### config.mk
export PLATFORM = sky130hd
export DESIGN_NAME = sar_cascadable_reg
export DESIGN_NICKNAME = d
export VERILOG_FILES = /design/src/rtl/sar_pkg.sv /design/src/rtl/sar_sequencer.sv /design/src/rtl/sar_bit_slice.sv /design/src/rtl/sar_serial_tap.sv /design/src/rtl/sar_cascadable_reg.sv
export SDC_FILE = /design/constraint.sdc
export NUM_CORES = 1
export LEC_CHECK = 0
export BUFFER_PORTS_ARGS = -buffer_cell sky130_fd_sc_hd__buf_2
export CAP_MARGIN = 30
export CORE_ASPECT_RATIO = 1.5
export CORE_MARGIN = 1
export CORE_UTILIZATION = 30
export CTS_CLUSTER_SIZE = 16
export DETAILED_ROUTE_END_ITERATION = 10
export SLEW_MARGIN = 40
export SYNTH_ARGS = -nofsm -noshare
export SYNTH_HDL_FRONTEND = slang
export SYNTH_HIERARCHICAL = 1
export SYNTH_SLANG_ARGS = --single-unit
### constraint.sdc
create_clock -name clk -period 2 [get_ports clk]
set_input_delay 0.5 -clock clk [delete_from_list [all_inputs] [get_ports clk]]
set_output_delay 0.5 -clock clk [all_outputs]
set_load 0.01 [all_outputs]
### src/rtl/sar_pkg.sv
// Shared types of the successive approximation register.
// Assumes: nothing beyond the IEEE 1800-2017 language.
package sar_pkg;

    // Phase of the conversion sequencer.
    typedef enum logic [1:0] {
        SAR_IDLE = 2'd0,
        SAR_BUSY = 2'd1,
        SAR_DONE = 2'd2
    } sar_phase_e;

endpackage

### src/rtl/sar_sequencer.sv
// Conversion sequencer: walks a one-hot pointer from the MSB to the LSB,
// one position per edge, and decides when a conversion starts and ends.
// Assumes: start is a synchronous level; ext_in is only meaningful while busy.
module sar_sequencer
    import sar_pkg::*;
#(
    parameter int WIDTH    = 8,
    parameter bit FREE_RUN = 1'b0
) (
    input  logic             clk,
    input  logic             rst_n,
    input  logic             start,
    input  logic             ext_in,
    output logic             load,
    output logic             busy,
    output logic             last,
    output logic             done,
    output logic [WIDTH-1:0] ptr
);

    localparam logic [WIDTH-1:0] MSB_HOT = {1'b1, {(WIDTH-1){1'b0}}};

    sar_phase_e phase_q;

    // Decode the current phase and the start condition.
    always_comb begin
        busy = (phase_q == SAR_BUSY);
        done = (phase_q == SAR_DONE);
        load = ((phase_q == SAR_IDLE) && (start || FREE_RUN)) ||
               ((phase_q == SAR_DONE) && start);
        last = busy && (ptr[0] || ext_in);
    end

    // Advance the phase and the bit pointer.
    always_ff @(posedge clk) begin
        if (!rst_n) begin
            phase_q <= SAR_IDLE;
            ptr     <= '0;
        end else begin
            case (phase_q)
                SAR_IDLE, SAR_DONE: begin
                    if (load) begin
                        phase_q <= SAR_BUSY;
                        ptr     <= MSB_HOT;
                    end
                end
                SAR_BUSY: begin
                    if (last) begin
                        phase_q <= SAR_DONE;
                        ptr     <= '0;
                    end else begin
                        ptr <= ptr >> 1;
                    end
                end
                default: begin
                    phase_q <= SAR_IDLE;
                    ptr     <= '0;
                end
            endcase
        end
    end

    // exactly one bit is under test during a conversion
    p_one_trial_r3: assert property (@(posedge clk) disable iff (!rst_n)
        busy |-> ($countones(ptr) == 1));

    // pointer steps one position down per edge
    p_ptr_step_r3: assert property (@(posedge clk) disable iff (!rst_n)
        (busy && !last) |=> (busy && (ptr == ($past(ptr) >> 1))));

    // the final decision edge leads to the finished phase
    p_end_after_last_r4: assert property (@(posedge clk) disable iff (!rst_n)
        last |=> done);

    // a start request cannot cut a running conversion short
    p_start_ignored_r6: assert property (@(posedge clk) disable iff (!rst_n)
        (busy && !last && start) |=> busy);

    // finished phase holds while no start arrives
    p_done_holds_r4: assert property (@(posedge clk) disable iff (!rst_n)
        (done && !start) |=> done);

endmodule

### src/rtl/sar_bit_slice.sv
// One bit of the approximation code: set as a trial bit, then resolved
// from the comparator on the edge where it is under test.
// Assumes: at most one of test_en and set_en is high in a cycle.
module sar_bit_slice #(
    parameter bit IS_MSB = 1'b0
) (
    input  logic clk,
    input  logic rst_n,
    input  logic load,
    input  logic test_en,
    input  logic set_en,
    input  logic cmp,
    output logic q
);

    // Hold, seed, resolve or set this code bit.
    always_ff @(posedge clk) begin
        if (!rst_n) begin
            q <= 1'b0;
        end else if (load) begin
            q <= IS_MSB;
        end else if (test_en) begin
            q <= cmp;
        end else if (set_en) begin
            q <= 1'b1;
        end
    end

    // the bit under test keeps the comparator answer
    p_bit_resolve_r3: assert property (@(posedge clk) disable iff (!rst_n)
        (test_en && !load) |=> (q == $past(cmp)));

    // the next lower bit becomes the trial bit
    p_bit_trial_r3: assert property (@(posedge clk) disable iff (!rst_n)
        (set_en && !load && !test_en) |=> q);

endmodule

### src/rtl/sar_serial_tap.sv
// Serial result stream: registers each decided bit as it is resolved.
// Assumes: shift_en is high exactly on decision edges.
module sar_serial_tap (
    input  logic clk,
    input  logic rst_n,
    input  logic shift_en,
    input  logic bit_in,
    output logic ser_out
);

    // Capture the decision of the current edge.
    always_ff @(posedge clk) begin
        if (!rst_n) begin
            ser_out <= 1'b0;
        end else if (shift_en) begin
            ser_out <= bit_in;
        end
    end

    // serial output is frozen between conversions
    p_ser_frozen_r5: assert property (@(posedge clk) disable iff (!rst_n)
        !shift_en |=> $stable(ser_out));

endmodule

### src/rtl/sar_cascadable_reg.sv
// Cascadable successive approximation register (top).
// Drives a trial code to an external DAC, resolves it from a comparator
// bit MSB first, streams decisions serially and flags completion.
// Assumes: start pulses are shorter than one conversion when driven
// externally; ext_in is low or tied to a code bit.
module sar_cascadable_reg #(
    parameter int WIDTH    = 8,
    parameter bit FREE_RUN = 1'b0
) (
    input  logic             clk,
    input  logic             rst_n,
    input  logic             start,
    input  logic             cmp_in,
    input  logic             ext_in,
    output logic [WIDTH-1:0] code_q,
    output logic             ser_out,
    output logic             eoc,
    output logic             carry_out
);

    localparam logic [WIDTH-1:0] MSB_ONLY = {1'b1, {(WIDTH-1){1'b0}}};

    logic             load;
    logic             busy;
    logic             last;
    logic             done;
    logic [WIDTH-1:0] ptr;

    sar_sequencer #(
        .WIDTH    (WIDTH),
        .FREE_RUN (FREE_RUN)
    ) u_seq (
        .clk    (clk),
        .rst_n  (rst_n),
        .start  (start),
        .ext_in (ext_in),
        .load   (load),
        .busy   (busy),
        .last   (last),
        .done   (done),
        .ptr    (ptr)
    );

    for (genvar b = 0; b < WIDTH; b++) begin : g_bit
        logic test_en;
        logic set_en;

        assign test_en = busy && ptr[b];

        if (b == WIDTH - 1) begin : g_top
            assign set_en = 1'b0;
        end else begin : g_low
            assign set_en = busy && ptr[b+1] && !last;
        end

        sar_bit_slice #(
            .IS_MSB (b == WIDTH - 1)
        ) u_slice (
            .clk     (clk),
            .rst_n   (rst_n),
            .load    (load),
            .test_en (test_en),
            .set_en  (set_en),
            .cmp     (cmp_in),
            .q       (code_q[b])
        );
    end

    sar_serial_tap u_ser (
        .clk      (clk),
        .rst_n    (rst_n),
        .shift_en (busy),
        .bit_in   (cmp_in),
        .ser_out  (ser_out)
    );

    assign eoc       = done;
    assign carry_out = last;

    // an accepted start seeds the MSB-only trial code
    p_seed_code_r2: assert property (@(posedge clk) disable iff (!rst_n)
        load |=> ((code_q == MSB_ONLY) && !eoc));

    // the code holds outside a conversion
    p_code_hold_r4: assert property (@(posedge clk) disable iff (!rst_n)
        (!busy && !load) |=> $stable(code_q));

    // the carry is never raised outside a conversion
    p_carry_busy_r9: assert property (@(posedge clk) disable iff (!rst_n)
        carry_out |-> !eoc);

    // the last serial bit coincides with the rising end flag
    p_ser_at_end_r5: assert property (@(posedge clk) disable iff (!rst_n)
        carry_out |=> (eoc && (ser_out == $past(cmp_in))));

endmodule

==> metrics.md <==
| Metric | Value |
|---|---|
| Total clock sinks | 19 |
| Clock Tree Root | clkbuf_8 |
| DRC errors left | 0 |
| Critical path launch point type | register |
| Final period util | 95.0% |
| Worst Skew | 0.00309 ns |
| Die X | 48.9 um |
| Largest family of logic cells by synthesized area | simple AND/OR/NAND/NOR gates |
| Die area | 3540 um^2 |
| Cell taking the most area after synthesis | dfxtp_1 |
| Initial antenna violation count | 0 |
| Share of cells above drive strength 1 | 46.3% |
| Num rows | 25 |
| Post-synthesis sequential area ratio | about two fifths |
| TNS Setup | 0 ns |
| Layout Cell Area excl Fill | 1130 um^2 |
| Hold Vio Cnt, Final | 0 |
| Post-Synth XOR/XNOR Area | 0% |
| Reported leakage power | 0.000425 uW |
| Max Clk Rate | 0.526 GHz |
| DRT antenna net count | 0 |
| Status | finished, final reports clean |
| Pins Over Slew Limit | 0 |
| RePlAce Congestion | about 0.72 |
| CTS tree | done |
| Hold_ws | 0.504 ns |
| Post-Syn Area | 990 um^2 |
| CTS Buf Count | 3 |
| N_diodes | 0 |
| Area grow syn2layout | 14.5% |
| Dpl ws | 0.331 ns |
| Worst path slowest cell | dfxtp_1 |
| Met1 Use GR | 12.7% |
| GR Layer Usage met2 | 20.5% |
| CTS H-Tree Depth | 1 |
| Dpl hpwl | 1370 um |
| Clock buffer depth | 2 |
| Met3 usage | 2.10% |
| Max cap viols | 0 |
| Post-synthesis adder-cell area fraction | 0% |
| Wire per inst | approximately 13 um |
| GRT Resource Usage Total | 11.6% |
| Setup CP Type | reg2out |
| Compound-cell area share of the yosys netlist | 7.33% |
| Vias per cell | 5.04 |
| Yosys reg bits | 19 |
| Power per cell area | 651 nW/um^2 |
| CTS hold repair buffers | 0 |
| Mux cell area share after synthesis | under 10% |
| Max stage delay on crit path | 0.39 ns |
| Syn Area/Cell | approximately 11 um^2 |
| Placed inst area | 1090 um^2 |
| GR peak layer | met2 |
| Post-Syn Instances | slightly above 90 |
| Post-CTS setup repair buffer count | 0 |
| Gr ovfl total | 0 |
| Later-pin clock latency in the skew report | 0.26 ns |
| Port bufs | 15 |
| Synthesized Nets | just under 100 |
| Synth area leaders | dfxtp_1 38%, nor2b_4 11%, nor4b_2 11% |
| Hold Crit Class | reg2reg |
| First-pass DRT Iterations | 4 |
| Vias post-DR | 746 |
| Worst Path Arrival | 1.40 ns |
| # setup viols final | 0 |
| Minimum clock period | 1.90 ns |
| Vias in the first global route | 711 |
| CORE AREA | 3160 um^2 |
| Initial Util | 31.3% |
| Largest net degree at the start of global routing | 21 |
| CTS clk-pin slew, worst paths | 0.08 ns |
| Synth warn | 6 |
| I/O pin count | 16 |
| Unique cell type count in the Yosys netlist | 28 |
| First-pass GRT wire length | between 3000 and 4000 um |
| Die height | 72.3 um |
| Most common cell after layout, fill and taps aside | dfxtp_1 |
| Commonest cells after routing, fill and taps aside | 19 x dfxtp_1, 15 x buf_2, 8 x nor2b_4, 8 x nand2_1 |
| Final worst setup slack | 0.101 ns |
| DRT Wirelength | 1950 um |
| RSZ-0062 raised after global routing | false |
| Setup crit end kind | output port |
| Simple-gate share of the synthesized area | about half |
| Finished Core Util | between 30% and 40% |
| CP required | 1.50 ns |
| Initial DRC Count | 11 |
| CP cell instances | and2b_4 > nor2b_4 > buf_2 |
| Worst IR Drop VDD | around 0.32 mV |
| Final Net Count | 114 |
| CP Max Fanout | 19 |
| Post-synth top area share | 38.4% |
| Post-CTS resize count | 0 |
critical path, delay by kind of cell (launching register included):
| kind | cells | cell delay (ns) |
|---|---|---|
| buf+inv | 1 | 0.17 |
| simple gates | 2 | 0.58 |
| flops | 1 | 0.39 |
worst paths after layout:
kind	end	start	depth (start not counted)	slack (ns)
worst max-delay path	carry_out	u_seq/phase_q[0]	3	0.10
worst min-delay path	u_seq/ptr[7]	u_seq/phase_q[0]	1	0.50
worst max register to register	g_bit[6].u_slice/q	u_seq/phase_q[0]	5	0.37
worst min register to register	u_seq/ptr[7]	u_seq/phase_q[0]	1	0.50
flip-flops by register name, indices dropped and copies added, names as in the netlist:
signal           count
u_seq/ptr            8
u_ser/ser_out        1
g_bit.u_slice/q      8
u_seq/phase_q        2
cell type report:
type | count | area (um^2)
well taps | 40 | 50.0
fillers | 317 | 2030
clock inverters | 1 | 5.00
clock buffers | 3 | 41.3
multi-input cells | 69 | 578
inverters | 1 | 3.75
flip-flops and latches | 19 | 380
repair buffers | 15 | 75.1
metal layers:
metal,routed length (um),part of all wire [%]
met1,766,39
met2,1100,57
met3,57,2.9
met4,22,1.1
met5,0,0
report_power, final:
part | internal, uW | switching, uW | leakage, uW
registers | 386 | 5.29 | 0.000154
logic | 28.2 | 47.5 | 0.000245
clock network | 139 | 133 | 0.0000255
total | 552 | 186 | 0.000425
synthesized netlist by cell type, drive strengths merged:
library cell   n
a21oi          1
and2           8
and2b          2
and3b          7
buf            3
conb           1
dfxtp         19
inv            1
mux2i          1
nand2          9
nor2           2
nor2b         12
nor3           7
nor3b          1
nor4b          7
o21a           1
o22ai          7
o311a          1
or2            1
or4            1
metrics by stage:
step           power, uW  instances
2_1_floorplan        452         92
3_3_place_gp         473        144
3_5_place_dp         476        144
4_1_cts              745        148
5_1_grt              766        148
6_report             738        148
kinds of logic (layout without fill, tap and decap cells):
| logic type | after synthesis | in the layout |
|---|---|---|
| simple gates | 57 | 57 |
| buf+inv | 4 | 20 |
| mux | 1 | 1 |
| flops | 19 | 19 |
| compound gates | 10 | 10 |
| other cells | 1 | 1 |
(Power assumes the default switching activity.)
